$ cat config.mk
export PLATFORM = sky130hd
export DESIGN_NAME = evt_pacer
export DESIGN_NICKNAME = d
export VERILOG_FILES = /design/src/rtl/evt_pacer_pkg.sv /design/src/rtl/evt_pacer_decode.sv /design/src/rtl/evt_pacer_tally.sv /design/src/rtl/evt_pacer_delay.sv /design/src/rtl/evt_pacer.sv
export SDC_FILE = /design/constraint.sdc
export NUM_CORES = 1
export LEC_CHECK = 0
export ABC_AREA = 1
export CORE_ASPECT_RATIO = 1.5
export CORE_MARGIN = 5
export CORE_UTILIZATION = 52
export CTS_CLUSTER_DIAMETER = 200
export DETAILED_ROUTE_END_ITERATION = 10
export PLACE_DENSITY = 0.87
export REMOVE_ABC_BUFFERS = 1
export SLEW_MARGIN = 30
export SYNTH_ARGS = -nofsm -noshare
export SYNTH_HDL_FRONTEND = slang
export SYNTH_SLANG_ARGS = --single-unit
$ cat constraint.sdc
create_clock -name clk -period 6.2 [get_ports clk]
set_clock_uncertainty 0.1 [all_clocks]
set_input_delay 1.24 -clock clk [delete_from_list [all_inputs] [get_ports clk]]
set_output_delay 1.24 -clock clk [all_outputs]
set_load 0.03 [all_outputs]
$ cat src/rtl/evt_pacer_pkg.sv
package evt_pacer_pkg;
  localparam int CFG_W     = 32;
  localparam int TIME_LSB  = 16;
  localparam int COUNT_LSB = 8;
  localparam int CLR_TALLY = 0;
  localparam int CLR_DELAY = 1;
  localparam int EN_TALLY  = 2;
  localparam int EN_DELAY  = 3;

  typedef enum logic [1:0] {
    PH_IDLE = 2'd0,
    PH_RUN  = 2'd1,
    PH_FIRE = 2'd2
  } phase_e;
endpackage

$ cat src/rtl/evt_pacer_decode.sv
module evt_pacer_decode
  import evt_pacer_pkg::*;
#(
  parameter int CNT_W = 8,
  parameter int TIM_W = 12
) (
  input  logic [CFG_W-1:0] cfg,
  output logic             tally_on,
  output logic             delay_on,
  output logic [CNT_W-1:0] tally_thr,
  output logic [TIM_W-1:0] delay_thr
);
  localparam int TIME_MSB  = TIME_LSB + TIM_W - 1;
  localparam int COUNT_MSB = COUNT_LSB + CNT_W - 1;

  always_comb begin
    tally_thr = cfg[COUNT_MSB:COUNT_LSB];
    delay_thr = cfg[TIME_MSB:TIME_LSB];
    tally_on  = cfg[EN_TALLY] && !cfg[CLR_TALLY];
    delay_on  = cfg[EN_DELAY] && !cfg[CLR_DELAY] && (delay_thr != '0);
  end
endmodule

$ cat src/rtl/evt_pacer_tally.sv
module evt_pacer_tally
  import evt_pacer_pkg::*;
#(
  parameter int CNT_W = 8
) (
  input  logic             clk,
  input  logic             rst_n,
  input  logic             enable,
  input  logic             evt,
  input  logic             fire,
  input  logic [CNT_W-1:0] thr,
  output logic             hit,
  output phase_e           phase,
  output logic [CNT_W-1:0] tally
);
  localparam int EXT_W = CNT_W + 1;

  function automatic logic [EXT_W-1:0] next_tally(phase_e ph, logic [CNT_W-1:0] cur);
    if (ph == PH_RUN) return {1'b0, cur} + EXT_W'(1);
    return EXT_W'(1);
  endfunction

  function automatic logic reached(logic [EXT_W-1:0] t, logic [CNT_W-1:0] limit);
    return t >= {1'b0, limit};
  endfunction

  logic [EXT_W-1:0] tally_inc;

  always_comb begin
    tally_inc = next_tally(phase, tally);
    hit       = enable && evt && reached(tally_inc, thr);
  end

  always_ff @(posedge clk) begin
    if (!rst_n || !enable) begin
      phase <= PH_IDLE;
      tally <= '0;
    end else if (fire) begin
      phase <= PH_FIRE;
      tally <= '0;
    end else if (evt) begin
      phase <= PH_RUN;
      tally <= tally_inc[CNT_W-1:0];
    end else if (phase == PH_FIRE) begin
      phase <= PH_IDLE;
      tally <= '0;
    end
  end
endmodule

$ cat src/rtl/evt_pacer_delay.sv
module evt_pacer_delay
  import evt_pacer_pkg::*;
#(
  parameter int TIM_W = 12
) (
  input  logic             clk,
  input  logic             rst_n,
  input  logic             enable,
  input  logic             evt,
  input  logic             tick,
  input  logic             fire,
  input  logic [TIM_W-1:0] thr,
  output logic             hit,
  output phase_e           phase,
  output logic [TIM_W-1:0] timer
);
  localparam int EXT_W = TIM_W + 1;

  function automatic logic expired(logic [TIM_W-1:0] cur, logic [TIM_W-1:0] limit);
    return ({1'b0, cur} + EXT_W'(1)) >= {1'b0, limit};
  endfunction

  always_comb hit = enable && (phase == PH_RUN) && tick && expired(timer, thr);

  always_ff @(posedge clk) begin
    if (!rst_n || !enable) begin
      phase <= PH_IDLE;
      timer <= '0;
    end else if (fire) begin
      phase <= PH_FIRE;
      timer <= '0;
    end else if (phase == PH_RUN) begin
      if (tick) timer <= timer + TIM_W'(1);
    end else if (evt) begin
      phase <= PH_RUN;
      timer <= '0;
    end else if (phase == PH_FIRE) begin
      phase <= PH_IDLE;
    end
  end
endmodule

$ cat src/rtl/evt_pacer.sv
module evt_pacer
  import evt_pacer_pkg::*;
#(
  parameter int CNT_W = 8,
  parameter int TIM_W = 12,
  localparam int STAT_W = 4 + CNT_W + TIM_W
) (
  input  logic              clk,
  input  logic              rst_n,
  input  logic              evt_in,
  input  logic              tick_in,
  input  logic [CFG_W-1:0]  cfg,
  output logic [STAT_W-1:0] status,
  output logic              evt_out
);
  logic             tally_on, delay_on;
  logic [CNT_W-1:0] tally_thr, tally_val;
  logic [TIM_W-1:0] delay_thr, timer_val;
  logic             tally_hit, delay_hit, fire;
  phase_e           tally_ph, delay_ph;

  evt_pacer_decode #(.CNT_W(CNT_W), .TIM_W(TIM_W)) u_decode (
    .cfg       (cfg),
    .tally_on  (tally_on),
    .delay_on  (delay_on),
    .tally_thr (tally_thr),
    .delay_thr (delay_thr)
  );

  evt_pacer_tally #(.CNT_W(CNT_W)) u_tally (
    .clk    (clk),
    .rst_n  (rst_n),
    .enable (tally_on),
    .evt    (evt_in),
    .fire   (fire),
    .thr    (tally_thr),
    .hit    (tally_hit),
    .phase  (tally_ph),
    .tally  (tally_val)
  );

  evt_pacer_delay #(.TIM_W(TIM_W)) u_delay (
    .clk    (clk),
    .rst_n  (rst_n),
    .enable (delay_on),
    .evt    (evt_in),
    .tick   (tick_in),
    .fire   (fire),
    .thr    (delay_thr),
    .hit    (delay_hit),
    .phase  (delay_ph),
    .timer  (timer_val)
  );

  assign fire = tally_hit || delay_hit;

  always_ff @(posedge clk) begin
    if (!rst_n) evt_out <= 1'b0;
    else        evt_out <= fire;
  end

  assign status = {timer_val, tally_val, delay_ph, tally_ph};
endmodule

==> insert_results.sql <==
INSERT INTO impl_metrics (metric_group, metric, value, unit) VALUES
('synthesis', 'synth-seq-cells', '25', ''),
('sta', 'report.final.slew_viol_count', '0', ''),
('global_route', 'track_usage', '20.1', '%'),
('sta', 'total_negative_slack', '0', 'ps'),
('die', 'floorplan.io_pins', '61', ''),
('die', 'design.core.area', '3920', 'um2'),
('sta', 'rsz0062_at_grt', 'no', ''),
('layout', 'final_cell_mix', 'sky130_fd_sc_hd__inv_1, sky130_fd_sc_hd__nand2_1, sky130_fd_sc_hd__clkdlybuf4s50_1', ''),
('worst_setup_path', 'critPathCaptureType', 'flop', ''),
('die', 'die_outline_area', '5410', 'um2'),
('synthesis', 'synth_top_cell_area_share', '24.0', '%'),
('placed_design', 'place_hpwl', '4090', 'um'),
('pwr', 'worst_vdd_drop', '0.135', 'mV'),
('pwr', 'powerDensity', '113', 'nW/um2'),
('synthesis', 'ys_warn_count', '0', ''),
('clock_tree', 'postCtsSetupRepairBufs', '0', ''),
('clock_tree', 'cts-htree-levels', '1', ''),
('hold_path', 'hold_class', 'flop to flop', ''),
('global_route', 'grt_start_max_net_pins', '15', ''),
('worst_setup_path', 'start_kind', 'input pin', ''),
('synthesis', 'synthDominantAreaCellType', 'sky130_fd_sc_hd__dfxtp_1', ''),
('clock_tree', 'cts_tree', 'built', ''),
('layout', 'area.sequential', '500', 'um2'),
('die', 'effective_utilization_at_floorplan', '53.2', '%'),
('worst_setup_path', 'worstPathMaxFanout', '13', ''),
('synthesis', 'syn_area_per_cell', '6.49', 'um2'),
('pwr', 'power.leakage', '1.27', 'nW'),
('hold_path', 'min_path_cells', '2', ''),
('clock_tree', 'ctsResizeCount', '0', ''),
('synthesis', 'synth-compound-area-share', '12.0', '%'),
('layout', 'insertedDiodeCount', '0', ''),
('die', 'floorplan.die.height', '87.6', 'um'),
('placed_design', 'post-place-cells', '417', ''),
('hold_path', 'timing.hold.worst_endpoint', 'u_tally.phase[0]', ''),
('sta', 'fmax', '333', 'MHz'),
('routing', 'drt-total-wl', '4900', 'um'),
('synthesis', 'synth_area_leaders', 'sky130_fd_sc_hd__dfxtp_1, sky130_fd_sc_hd__inv_1, sky130_fd_sc_hd__ha_1, sky130_fd_sc_hd__nand2_1, sky130_fd_sc_hd__nor2_1', ''),
('global_route', 'antenna_found_initial', '0', ''),
('synthesis', 'cell_area_synth', '2090', 'um2'),
('synthesis', 'synth.area.mux_share', '0', '%'),
('worst_setup_path', 'critical_path_rt', '6310', 'ps'),
('synthesis', 'synth.distinct_cells', '31', ''),
('routing', 'drt_pre_antenna_iters', '4', ''),
('placed_design', 'place_congestion', '0.891', ''),
('routing', 'ant_nets', '0', ''),
('worst_setup_path', 'path_class', 'input pin to flop', ''),
('layout', 'post_layout_nonfiller_instances', '421', ''),
('placed_design', 'port_buffers', '52', ''),
('global_route', 'grt_remaining_overflow', '0', ''),
('clock_tree', 'clockBufferDepth', '2', ''),
('worst_setup_path', 'critical_path_arrival', '3110', 'ps'),
('die', 'placement_rows', '28', ''),
('layout', 'area_occupied_by_multi_input_gates', '1270', 'um2'),
('pwr', 'totalPowerFinal', '0.304', 'mW'),
('clock_tree', 'clock_slew_seen_by_the_registers_of_the_worst_setup_and_hold_paths', '80', 'ps'),
('sta', 'relSlewSlack', '62.3', '%'),
('routing', 'route.detailed.drc', '0', ''),
('sta', 'timing.final.crit_period', '3000', 'ps'),
('sta', 'period_share', '48.4', '%'),
('worst_setup_path', 'reg_to_reg_critical_path_endpoint', 'u_delay.timer[10]', ''),
('clock_tree', 'clock_insertion_delay_worst_skew', '260', 'ps'),
('sta', 'max_slew.worst_pin.slew', '565', 'ps'),
('worst_setup_path', 'reg2reg_setup_slack', '3410', 'ps'),
('status', 'status', 'finished clean', ''),
('layout', 'commonest_non_fill_non_tap_cell_in_the_layout', 'sky130_fd_sc_hd__inv_1', ''),
('die', 'dieWidth', '61.7', 'um'),
('layout', 'finish.net_count', '435', ''),
('routing', 'wire_per_inst', '11.6', 'um'),
('synthesis', 'synth_top_family_by_area', 'simple AND/OR/NAND/NOR gates', ''),
('clock_tree', 'numClockSinks', '25', ''),
('layout', 'num-fill-cells', '324', '');
critical path, stage by stage:
cell	delay [ps]
sky130_fd_sc_hd__clkdlybuf4s50_1	450
sky130_fd_sc_hd__inv_1	40
sky130_fd_sc_hd__ha_1	310
sky130_fd_sc_hd__a21oi_1	130
sky130_fd_sc_hd__nand2_1	80
sky130_fd_sc_hd__nand2_1	60
sky130_fd_sc_hd__nand2_1	50
sky130_fd_sc_hd__nand2_1	50
sky130_fd_sc_hd__nand2_1	50
sky130_fd_sc_hd__nand2_1	60
sky130_fd_sc_hd__nand2_1	80
sky130_fd_sc_hd__nand2_2	140
sky130_fd_sc_hd__nand3_4	210
sky130_fd_sc_hd__nor2_1	150
cell families after synthesis:
| kind of cell | Yosys count |
|---|---|
| AO/OA/AOI/OAI | 41 |
| XOR/XNOR | 7 |
| adder cells (fa/ha/maj) | 22 |
| buffers and inverters | 83 |
| flip-flops | 25 |
| AND/OR/NAND/NOR | 144 |
synth_stat cells, drive strengths merged:
cell and n:
ha 22, dfxtp 25, nand3 17, inv 81, a22oi 4, o22ai 7
nor4 1, a31o 1, clkbuf 1, xor2 7, o21ai 12, nand2 66
nor3 4, a21o 1, a21boi 1, a22o 3, buf 1, a21oi 11
nand4 2, and2 1, o21bai 1, nor2 53
sequential cells by signal, indices dropped and copies added (netlist names):
signal,count
u_delay.timer,12
u_tally.tally,8
u_delay.phase,2
u_tally.phase,2
evt_out,1
stage by stage:
step	hold slack, ps	utilization [%]	setup WS [ps]	cell area (um2)
4_1_cts	401	68.7	3150	2700
3_3_place_gp	389	67.5	2920	2650
2_1_floorplan	507	-	3590	2070
5_1_grt	447	68.7	3030	2700
6_report	397	68.7	3200	2700
3_5_place_dp	389	67.5	2890	2650
final cells by class:
type | count | area share (%)
clock buffers | 3 | 1.53
flip-flops and latches | 25 | 18.6
inverters | 81 | 11.3
multi-input cells | 214 | 47.1
well taps | 45 | 2.09
repair buffers | 52 | 19.3
clock inverters | 1 | 0.186
routing by layer:
layer	wire, um	part of all wire [%]	up-vias	global-route usage (%)
met5	0	0	-	0
met4	251	5.1	0	11.2
met3	267	5.4	25	2.80
met2	2590	53	69	37.3
met1	1790	36	936	20.4
li1	-	-	1103	-
how the worst max path moves through the flow:
stage,start,to,slack [ps]
after CTS,cfg[10],u_delay.timer[10],3150
final,cfg[10],u_delay.timer[10],3200
after detailed placement,cfg[10],u_delay.timer[10],2890
after global placement,cfg[10],u_delay.timer[10],2920
after global routing,cfg[10],u_tally.tally[1],3030
after floorplan,u_delay.timer[0],u_delay.timer[10],3590
report_power, final:
group / leakage, nW / switching, mW / internal (mW)
combinational: 1.05 / 0.0229 / 0.0237
sequential: 0.202 / 0.000727 / 0.161
clock: 0.0255 / 0.0503 / 0.0449
(Power assumes the default switching activity.)
